[config.mk]
export PLATFORM = sky130hd
export DESIGN_NAME = regfield_mac
export DESIGN_NICKNAME = d
export VERILOG_FILES = /design/src/rtl/mac_pkg.sv /design/src/rtl/mac_decode.sv /design/src/rtl/mac_iter.sv /design/src/rtl/mac_flag_gen.sv /design/src/rtl/regfield_mac.sv
export SDC_FILE = /design/constraint.sdc
export NUM_CORES = 2
export LEC_CHECK = 0
export ABC_AREA = 0
export ABC_CLOCK_PERIOD_IN_PS = 9700
export BUFFER_PORTS_ARGS = -buffer_cell sky130_fd_sc_hd__buf_2
export CAP_MARGIN = 40
export CORE_MARGIN = 5
export CORE_UTILIZATION = 35
export CTS_CLUSTER_DIAMETER = 100
export CTS_CLUSTER_SIZE = 25
export DETAILED_ROUTE_END_ITERATION = 6
export GPL_ROUTABILITY_DRIVEN = 0
export REMOVE_ABC_BUFFERS = 1
export SYNTH_ARGS = -nofsm -noshare
export SYNTH_HDL_FRONTEND = slang
export SYNTH_HIERARCHICAL = 1
export SYNTH_SLANG_ARGS = --single-unit
[constraint.sdc]
create_clock -name clk -period 9.7 [get_ports clk]
set_input_delay 0.485 -clock clk [delete_from_list [all_inputs] [get_ports clk]]
set_output_delay 0.485 -clock clk [all_outputs]
set_load 0.05 [all_outputs]
[src/rtl/mac_pkg.sv]
package mac_pkg;
  localparam int IDX_W  = 4;
  localparam int FLAG_W = 4;
  localparam int FLAG_N = 3;
  localparam int FLAG_Z = 2;
  localparam int FLAG_C = 1;
  localparam int FLAG_V = 0;

  typedef logic [IDX_W-1:0] ridx_t;

  typedef struct packed {
    logic              long_f;
    logic              setf;
    ridx_t             a_idx;
    ridx_t             b_idx;
    logic [FLAG_W-1:0] flags;
  } mac_ctx_t;
endpackage

[src/rtl/mac_decode.sv]
module mac_decode
  import mac_pkg::*;
#(
  parameter int DATA_W  = 32,
  parameter int INSTR_W = 32,
  parameter int HI_LSB  = 16,
  parameter int LO_LSB  = 12,
  parameter int S_LSB   = 8,
  parameter int M_LSB   = 0
) (
  input  logic [INSTR_W-1:0]  instr,
  input  logic                acc_en,
  input  logic                long_en,
  input  logic                signed_en,
  input  logic                setflags,
  input  logic [DATA_W-1:0]   src_lo,
  input  logic [DATA_W-1:0]   src_hi,
  input  logic [FLAG_W-1:0]   flags_in,
  output ridx_t               m_idx,
  output ridx_t               s_idx,
  output ridx_t               lo_idx,
  output ridx_t               hi_idx,
  output logic                sgn,
  output logic [2*DATA_W-1:0] addend,
  output mac_ctx_t            ctx
);
  localparam int PROD_W = 2 * DATA_W;

  logic unused_instr;
  assign unused_instr = ^instr;

  assign m_idx  = instr[M_LSB  +: IDX_W];
  assign s_idx  = instr[S_LSB  +: IDX_W];
  assign lo_idx = instr[LO_LSB +: IDX_W];
  assign hi_idx = instr[HI_LSB +: IDX_W];

  // signed selection only has meaning for the 64-bit form
  assign sgn = long_en & signed_en;

  always_comb begin
    addend = '0;
    if (acc_en) begin
      if (long_en) addend = {src_hi, src_lo};
      else         addend = {{DATA_W{1'b0}}, src_lo};
    end
  end

  always_comb begin
    ctx        = '0;
    ctx.long_f = long_en;
    ctx.setf   = setflags;
    ctx.a_idx  = hi_idx;
    ctx.b_idx  = lo_idx;
    ctx.flags  = flags_in;
  end

  logic unused_width;
  assign unused_width = (PROD_W == 0);
endmodule

[src/rtl/mac_iter.sv]
module mac_iter #(
  parameter int DATA_W  = 32,
  parameter int DIGIT_W = 8
) (
  input  logic                clk,
  input  logic                rst_n,
  input  logic                load,
  input  logic [DATA_W-1:0]   mcand,
  input  logic [DATA_W-1:0]   mplier,
  input  logic                sgn,
  input  logic [2*DATA_W-1:0] addend,
  output logic                busy,
  output logic                fin,
  output logic [2*DATA_W-1:0] acc
);
  localparam int PROD_W = 2 * DATA_W;
  localparam int STEPS  = DATA_W / DIGIT_W;
  localparam int CNT_W  = (STEPS > 1) ? $clog2(STEPS) : 1;
  localparam logic [CNT_W-1:0] LAST_CNT = CNT_W'(STEPS - 1);

  logic [PROD_W-1:0]  mcand_sh;
  logic [DATA_W-1:0]  mplier_q;
  logic               sgn_q;
  logic [CNT_W-1:0]   cnt;
  logic               run;
  logic               fin_q;
  logic [PROD_W-1:0]  acc_q;

  logic [DIGIT_W-1:0] digit;
  logic               last;
  logic [PROD_W-1:0]  pp;

  assign digit = mplier_q[DIGIT_W-1:0];
  assign last  = (cnt == LAST_CNT);

  // the top digit of a signed multiplier carries negative weight
  always_comb begin
    pp = mcand_sh * PROD_W'(digit);
    if (sgn_q && last && digit[DIGIT_W-1])
      pp = pp - (mcand_sh << DIGIT_W);
  end

  always_ff @(posedge clk or negedge rst_n) begin
    if (!rst_n) begin
      mcand_sh <= '0;
      mplier_q <= '0;
      sgn_q    <= 1'b0;
      cnt      <= '0;
      run      <= 1'b0;
      fin_q    <= 1'b0;
      acc_q    <= '0;
    end else begin
      fin_q <= run & last;
      if (load && !run) begin
        mcand_sh <= sgn ? {{DATA_W{mcand[DATA_W-1]}}, mcand}
                        : {{DATA_W{1'b0}}, mcand};
        mplier_q <= mplier;
        sgn_q    <= sgn;
        cnt      <= '0;
        run      <= 1'b1;
        acc_q    <= addend;
      end else if (run) begin
        acc_q    <= acc_q + pp;
        mcand_sh <= mcand_sh << DIGIT_W;
        mplier_q <= mplier_q >> DIGIT_W;
        cnt      <= cnt + 1'b1;
        if (last) run <= 1'b0;
      end
    end
  end

  assign busy = run;
  assign fin  = fin_q;
  assign acc  = acc_q;
endmodule

[src/rtl/mac_flag_gen.sv]
module mac_flag_gen
  import mac_pkg::*;
#(
  parameter int DATA_W = 32
) (
  input  logic                done,
  input  mac_ctx_t            ctx,
  input  logic [2*DATA_W-1:0] result,
  output logic                flags_we,
  output logic [FLAG_W-1:0]   flags_out
);
  localparam int PROD_W = 2 * DATA_W;

  logic neg, zero;

  always_comb begin
    if (ctx.long_f) begin
      neg  = result[PROD_W-1];
      zero = ~|result;
    end else begin
      neg  = result[DATA_W-1];
      zero = ~|result[DATA_W-1:0];
    end
  end

  // carry and overflow hold their previous values
  always_comb begin
    flags_out         = ctx.flags;
    flags_out[FLAG_N] = neg;
    flags_out[FLAG_Z] = zero;
  end

  assign flags_we = done & ctx.setf;
endmodule

[src/rtl/regfield_mac.sv]
module regfield_mac
  import mac_pkg::*;
#(
  parameter int DATA_W  = 32,
  parameter int DIGIT_W = 8,
  parameter int INSTR_W = 32
) (
  input  logic               clk,
  input  logic               rst_n,
  input  logic               in_valid,
  output logic               in_ready,
  input  logic [INSTR_W-1:0] instr,
  input  logic               acc_en,
  input  logic               long_en,
  input  logic               signed_en,
  input  logic               setflags,
  output logic [3:0]         rsrc_m_idx,
  output logic [3:0]         rsrc_s_idx,
  output logic [3:0]         rsrc_lo_idx,
  output logic [3:0]         rsrc_hi_idx,
  input  logic [DATA_W-1:0]  src_m,
  input  logic [DATA_W-1:0]  src_s,
  input  logic [DATA_W-1:0]  src_lo,
  input  logic [DATA_W-1:0]  src_hi,
  input  logic [3:0]         flags_in,
  output logic               done,
  output logic [3:0]         dst_a_idx,
  output logic [3:0]         dst_b_idx,
  output logic [DATA_W-1:0]  dst_a_data,
  output logic [DATA_W-1:0]  dst_b_data,
  output logic               dst_a_we,
  output logic               dst_b_we,
  output logic               flags_we,
  output logic [3:0]         flags_out
);
  localparam int PROD_W = 2 * DATA_W;

  logic              accept;
  logic              busy;
  logic              fin;
  logic              sgn;
  logic [PROD_W-1:0] addend;
  logic [PROD_W-1:0] acc;
  mac_ctx_t          ctx_d, ctx_q;

  mac_decode #(
    .DATA_W (DATA_W),
    .INSTR_W(INSTR_W)
  ) u_decode (
    .instr    (instr),
    .acc_en   (acc_en),
    .long_en  (long_en),
    .signed_en(signed_en),
    .setflags (setflags),
    .src_lo   (src_lo),
    .src_hi   (src_hi),
    .flags_in (flags_in),
    .m_idx    (rsrc_m_idx),
    .s_idx    (rsrc_s_idx),
    .lo_idx   (rsrc_lo_idx),
    .hi_idx   (rsrc_hi_idx),
    .sgn      (sgn),
    .addend   (addend),
    .ctx      (ctx_d)
  );

  assign in_ready = ~busy;
  assign accept   = in_valid & in_ready;

  always_ff @(posedge clk or negedge rst_n) begin
    if (!rst_n)      ctx_q <= '0;
    else if (accept) ctx_q <= ctx_d;
  end

  mac_iter #(
    .DATA_W (DATA_W),
    .DIGIT_W(DIGIT_W)
  ) u_iter (
    .clk   (clk),
    .rst_n (rst_n),
    .load  (accept),
    .mcand (src_m),
    .mplier(src_s),
    .sgn   (sgn),
    .addend(addend),
    .busy  (busy),
    .fin   (fin),
    .acc   (acc)
  );

  mac_flag_gen #(
    .DATA_W(DATA_W)
  ) u_flags (
    .done     (fin),
    .ctx      (ctx_q),
    .result   (acc),
    .flags_we (flags_we),
    .flags_out(flags_out)
  );

  assign done       = fin;
  assign dst_a_idx  = ctx_q.a_idx;
  assign dst_b_idx  = ctx_q.b_idx;
  assign dst_a_data = ctx_q.long_f ? acc[PROD_W-1:DATA_W] : acc[DATA_W-1:0];
  assign dst_b_data = acc[DATA_W-1:0];
  assign dst_a_we   = fin;
  assign dst_b_we   = fin & ctx_q.long_f;
endmodule

## After elaboration in Yosys (flattened, before gate mapping)

Cells that the tools add are included.

- Register bits: 177
- Output and inout bits: 97

- Add/subtract/negate cells: 3
- $mul: 1
- Eq/ne operators: 1
- Muxes and demuxes: 18
- Bitwise operators: 6
- Reductions and logical operators: 9

Operator list:

| operator | count |
|---|---|
| $mux W64 | 8 |
| $mux W32 | 3 |
| $add A64 B64 Y64 | 1 |
| $mul A64 B8 Y64 | 1 |
| $reduce_or A64 Y1 | 1 |
| $sub A64 B64 Y64 | 1 |
| $reduce_or A32 Y1 | 1 |
| $and A1 B1 Y1 | 5 |
| $mux W1 | 5 |
| $mux W2 | 2 |
| $logic_and A1 B1 Y1 | 3 |
| $logic_not A1 Y1 | 3 |
| $add A2 B1 Y2 const B | 1 |
| $eq A2 B2 Y1 const B | 1 |
| $reduce_bool A2 Y1 | 1 |
| $not A1 Y1 | 1 |

## Logic depth before layout (Yosys ltp)

- Depth after elaboration: 7
- Depth in mapped cells: 50
- Gate-level depth less buffers: 46

## Modules after synthesis

The synthesis kept the hierarchy.

By module, submodules not included:

| module | instances | cells an instance | area each (sq um) |
|---|---|---|---|
| mac_iter | 1 | 3435 | 28949.0 |
| regfield_mac | 1 | 78 | 1033.5 |
| mac_decode | 1 | 104 | 709.4 |
| mac_flag_gen | 1 | 28 | 209.0 |

## Worst setup path after synthesis

OpenSTA, ideal clock, no wires.

- Kind: register to register
- Start point: register u_iter.mplier_q[7]
- End point: register u_iter.acc_q[63], in the netlist u_iter/acc[63]
- Setup time: 0.082 ns
- Arrival: 9.627 ns
- Data required time: 9.618 ns
- Setup slack: -0.009 ns
- Cell stages (with the launch flop): 45
- Path buffers: 3
- Clock period less this slack: 9.709 ns
- Cells stage by stage: dfrtp_1 > clkbuf_1 > clkbuf_1 > and2_1 > fa_1 > fa_1 > fa_1 > inv_1 > fa_1 > inv_1 > ha_1 > a21o_1 > a21o_1 > a21oi_1 > nor2_1 > a211oi_1 > a21oi_1 > a21boi_1 > (+9 left out) > a31oi_1 > o211ai_1 > a211oi_1 > xnor2_1 > mux2_2 > ha_1 > a21o_1 > a21o_1 > a21o_1 > a21oi_1 > o21ai_0 > o2bb2ai_1 > o31ai_1 > o2111ai_1 > and3_1 > o21a_1 > or3_1 > a31oi_1

- Cells in the longest elaborated chain, start to end: 6
- Elaborated cells on any way between the ends: 7
- Classes of those cells: 2 x add/sub; 1 x mul; 3 x mux; 1 x reduce/logical

Ends and longest elaborated chain:

| item | line | source |
|---|---|---|
| start, declared | mac_iter.sv:22 | `logic [DATA_W-1:0] mplier_q;` |
| start signal, assigned | mac_iter.sv:57 | `mplier_q <= mplier;` |
| start signal, assigned | mac_iter.sv:65 | `mplier_q <= mplier_q >> DIGIT_W;` |
| $mul A64 B8 Y64 | mac_iter.sv:38 | `pp = mcand_sh * PROD_W'(digit);` |
| $sub A64 B64 Y64 | mac_iter.sv:40 | `pp = pp - (mcand_sh << DIGIT_W);` |
| $mux W64 * | mac_iter.sv:39 | `if (sgn_q && last && digit[DIGIT_W-1])` |
| $add A64 B64 Y64 * | mac_iter.sv:63 | `acc_q <= acc_q + pp;` |
| $mux W64 * | mac_iter.sv:62 | `end else if (run) begin` |
| $mux W64 * | mac_iter.sv:54 | `if (load && !run) begin` |
| end signal, assigned | mac_iter.sv:61 | `acc_q <= addend;` |
| end signal, assigned | mac_iter.sv:63 |  |
| end, declared | mac_iter.sv:27 | `logic [PROD_W-1:0] acc_q;` |

Mark *: on every way between the ends. The rest lies on a longest branch, timed or not. The select of a mux whose other input is x is not followed.
A chain may end at the register's enable or synchronous reset.

## Worst setup path after layout

- Start point: register u_iter.mplier_q[4]
- End point: register u_iter.acc_q[63], in the netlist u_iter/acc[63]

- Cells in the longest elaborated chain, start to end: 6

Ends and longest elaborated chain:

| item | line |
|---|---|
| $mul A64 B8 Y64 * | mac_iter.sv:38 |
| $sub A64 B64 Y64 | mac_iter.sv:40 |
| $mux W64 * | mac_iter.sv:39 |
| $add A64 B64 Y64 * | mac_iter.sv:63 |
| $mux W64 * | mac_iter.sv:62 |
| $mux W64 * | mac_iter.sv:54 |

Marked as above.

==> flow_summary.json <==
{
  "criticalPathCategory": "reg2reg",
  "overflow": 0,
  "cts_made_buffers": 17,
  "route.met3.wl_um": 6299,
  "synth.avg_cell_area_um2": 8.466,
  "worst_path_most_repeated_cell": "sky130_fd_sc_hd__a21o_1",
  "average_wire_length_per_cell_after_detail_routing_um": 19.29,
  "cts_tree": "done",
  "ff2ff_path_depth": 45,
  "grt_antenna_before_repair": 11,
  "critical_path_arrival_ps": 10280,
  "length_of_the_first_detailed_routing_pass_in_iterations": 6,
  "insertion_delay_ps": 520,
  "maxClockFrequency_mhz": 101.5,
  "run_status": "finished, violations left",
  "number_of_nets_at_the_end_of_the_flow": 4860,
  "finalCoreUtilization": 0.4332,
  "post_route_cells_drive_above_1_share": 0.2448,
  "reg2reg_from": "u_iter/mplier_q[4]",
  "metal_1_wl_um": 44830,
  "area.growth.synth_to_final_pct": 22.35,
  "postLayoutSetupSlackWorst_ps": -148.2,
  "violations": "setup timing",
  "fp.dieArea_um2": 94060,
  "worst_setup_path_endpoint": "u_iter/acc[63]",
  "postRouteWirelength_um": 102500,
  "layout.cells.most_common": "sky130_fd_sc_hd__buf_4",
  "mostFrequentLayoutCells": "488 x sky130_fd_sc_hd__buf_4, 409 x sky130_fd_sc_hd__nand2_1, 381 x sky130_fd_sc_hd__and2_1",
  "cpMaxStageDelayCell": "sky130_fd_sc_hd__fa_1",
  "final-max-slew-violation-count": 0,
  "final_count_of_hold_timing_violations": 0,
  "io_pins": 268,
  "die_h_um": 306.7,
  "dpl.cell_count": 5257,
  "htreeDepth": 4,
  "placedInstanceArea_um2": 36170,
  "rsz0062_at_grt": "true",
  "cpPeakStageDelay_ps": 510,
  "cts_root_buffer": "sky130_fd_sc_hd__clkbuf_16",
  "vias_in_the_first_global_route": 28520,
  "cts.hold.buffers_added": 0,
  "drt-vias-per-instance": 5.233,
  "track_usage": 0.2143,
  "wire_length_of_the_first_global_routing_pass_um": 160500,
  "netlist_area_um2": 30810,
  "worst_margin_pin_slew_ps": 1007,
  "core.rowCount": 108,
  "met2WireLength_um": 48830,
  "maxCapViolCount": 0,
  "final_cell_area_um2": 37700,
  "final.period_utilization": 1.015,
  "place.detailed.hpwl_um": 80950,
  "top_layer": "met5",
  "crit_start": "u_iter/mplier_q[4]",
  "max-clock-path-buffers": 2,
  "grt_start_max_net_pins": 238,
  "worst_ep_required_time_ps": 10130,
  "total_of_buffers_placed_on_input_and_output_ports": 233,
  "core_um2": 87020,
  "final_setup_fails": 2,
  "ff2ff_setup_slack_ps": -150,
  "yosysWarnings": 6,
  "period_needed_ps": 9848,
  "drt.antenna.violating_nets": 0,
  "detail_route.iter0.violations": 2095,
  "dr_total_vias": 27810,
  "die_width_um": 306.7,
  "drt_drc_violations_left": 0,
  "crit_path_max_fanout": 29,
  "dp_slack_ps": -609.1,
  "finClkSkew_ps": 21.26,
  "clk_pin_slew_worst_paths_ps": 80,
  "worst_slew_margin_rel": 0.3285,
  "critPathLaunchType": "register",
  "sort_of_element_at_the_end_of_the_critical_path": "register",
  "clock_sinks": 177,
  "r2r_end": "u_iter/acc[63]",
  "finalNonFillerCells": 5313,
  "initial_utilization": 0.3540,
  "postSynthCellCount": 3639,
  "worstHoldPathType": "in2async"
}
## critical path, delay by kind of cell (launching register included)
kind / cells / cell delay, ps
AO/OA/AOI/OAI: 20 / 3650
XOR/XNOR: 2 / 300
adder cells (fa/ha/maj): 7 / 2740
buffers and inverters: 9 / 1020
flip-flops: 1 / 400
multiplexers: 1 / 280
AND/OR/NAND/NOR: 6 / 1300
## sequential cells by signal (all words and copies together), names as in the netlist
signal and flops:
u_iter/acc 64, u_iter/mcand_sh 64, u_iter/mplier_q 32, ctx_q 4
dst_a_idx 4, dst_b_idx 4, u_iter/cnt 2, u_iter/busy 1
u_iter/fin 1, u_iter/sgn_q 1
## how the worst min path moves through the flow
stage / slack, ps / end / startpoint / depth (start not counted)
finish: 20 / u_iter/mplier_q[28] / rst_n / 1
floorplan: 190 / ctx_q[0] / rst_n / 0
global placement: 470 / u_iter/mplier_q[8] / u_iter/mplier_q[16] / 2
global route: 80 / u_iter/mplier_q[12] / rst_n / 1
CTS: 60 / u_iter/mplier_q[28] / rst_n / 1
detailed placement: 470 / u_iter/mplier_q[13] / u_iter/mplier_q[21] / 2
## what timing repair did
action                     CTS  global route
gates resized for setup     48           123
gates cloned                 0             1
pin swaps                   18            55
buffers inserted             6            10
setup endpoints to repair   13            24
## per-layer routing
layer / global-route usage / vias to the layer above
met5: 0 / -
met4: 0.06018 / 2
met3: 0.03985 / 154
met2: 0.3578 / 761
met1: 0.2861 / 13830
li1: - / 13060
## through the flow
stage	hold slack, ps	setup TNS [ps]
after floorplan	189.4	-1550270
after global placement	465.2	-2523
after detailed placement	467.6	-2981
after CTS	57.03	-572.4
after global routing	75.21	-4558
final	19.93	-181.6
## area by class of cell
cell class / count / area, µm²
tap: 1155 / 1445
sequential: 177 / 4439
clock buffer: 19 / 442.9
multi-input combinational: 2832 / 24560
inverter: 365 / 1370
timing repair buffer: 745 / 5271
fill: 8745 / 49330
clock inverter: 13 / 150.1
antenna: 7 / 17.52
Power is left out: the tool's default activity adds up to more than one toggle a clock period on the data nets, which glitch-free logic cannot reach.
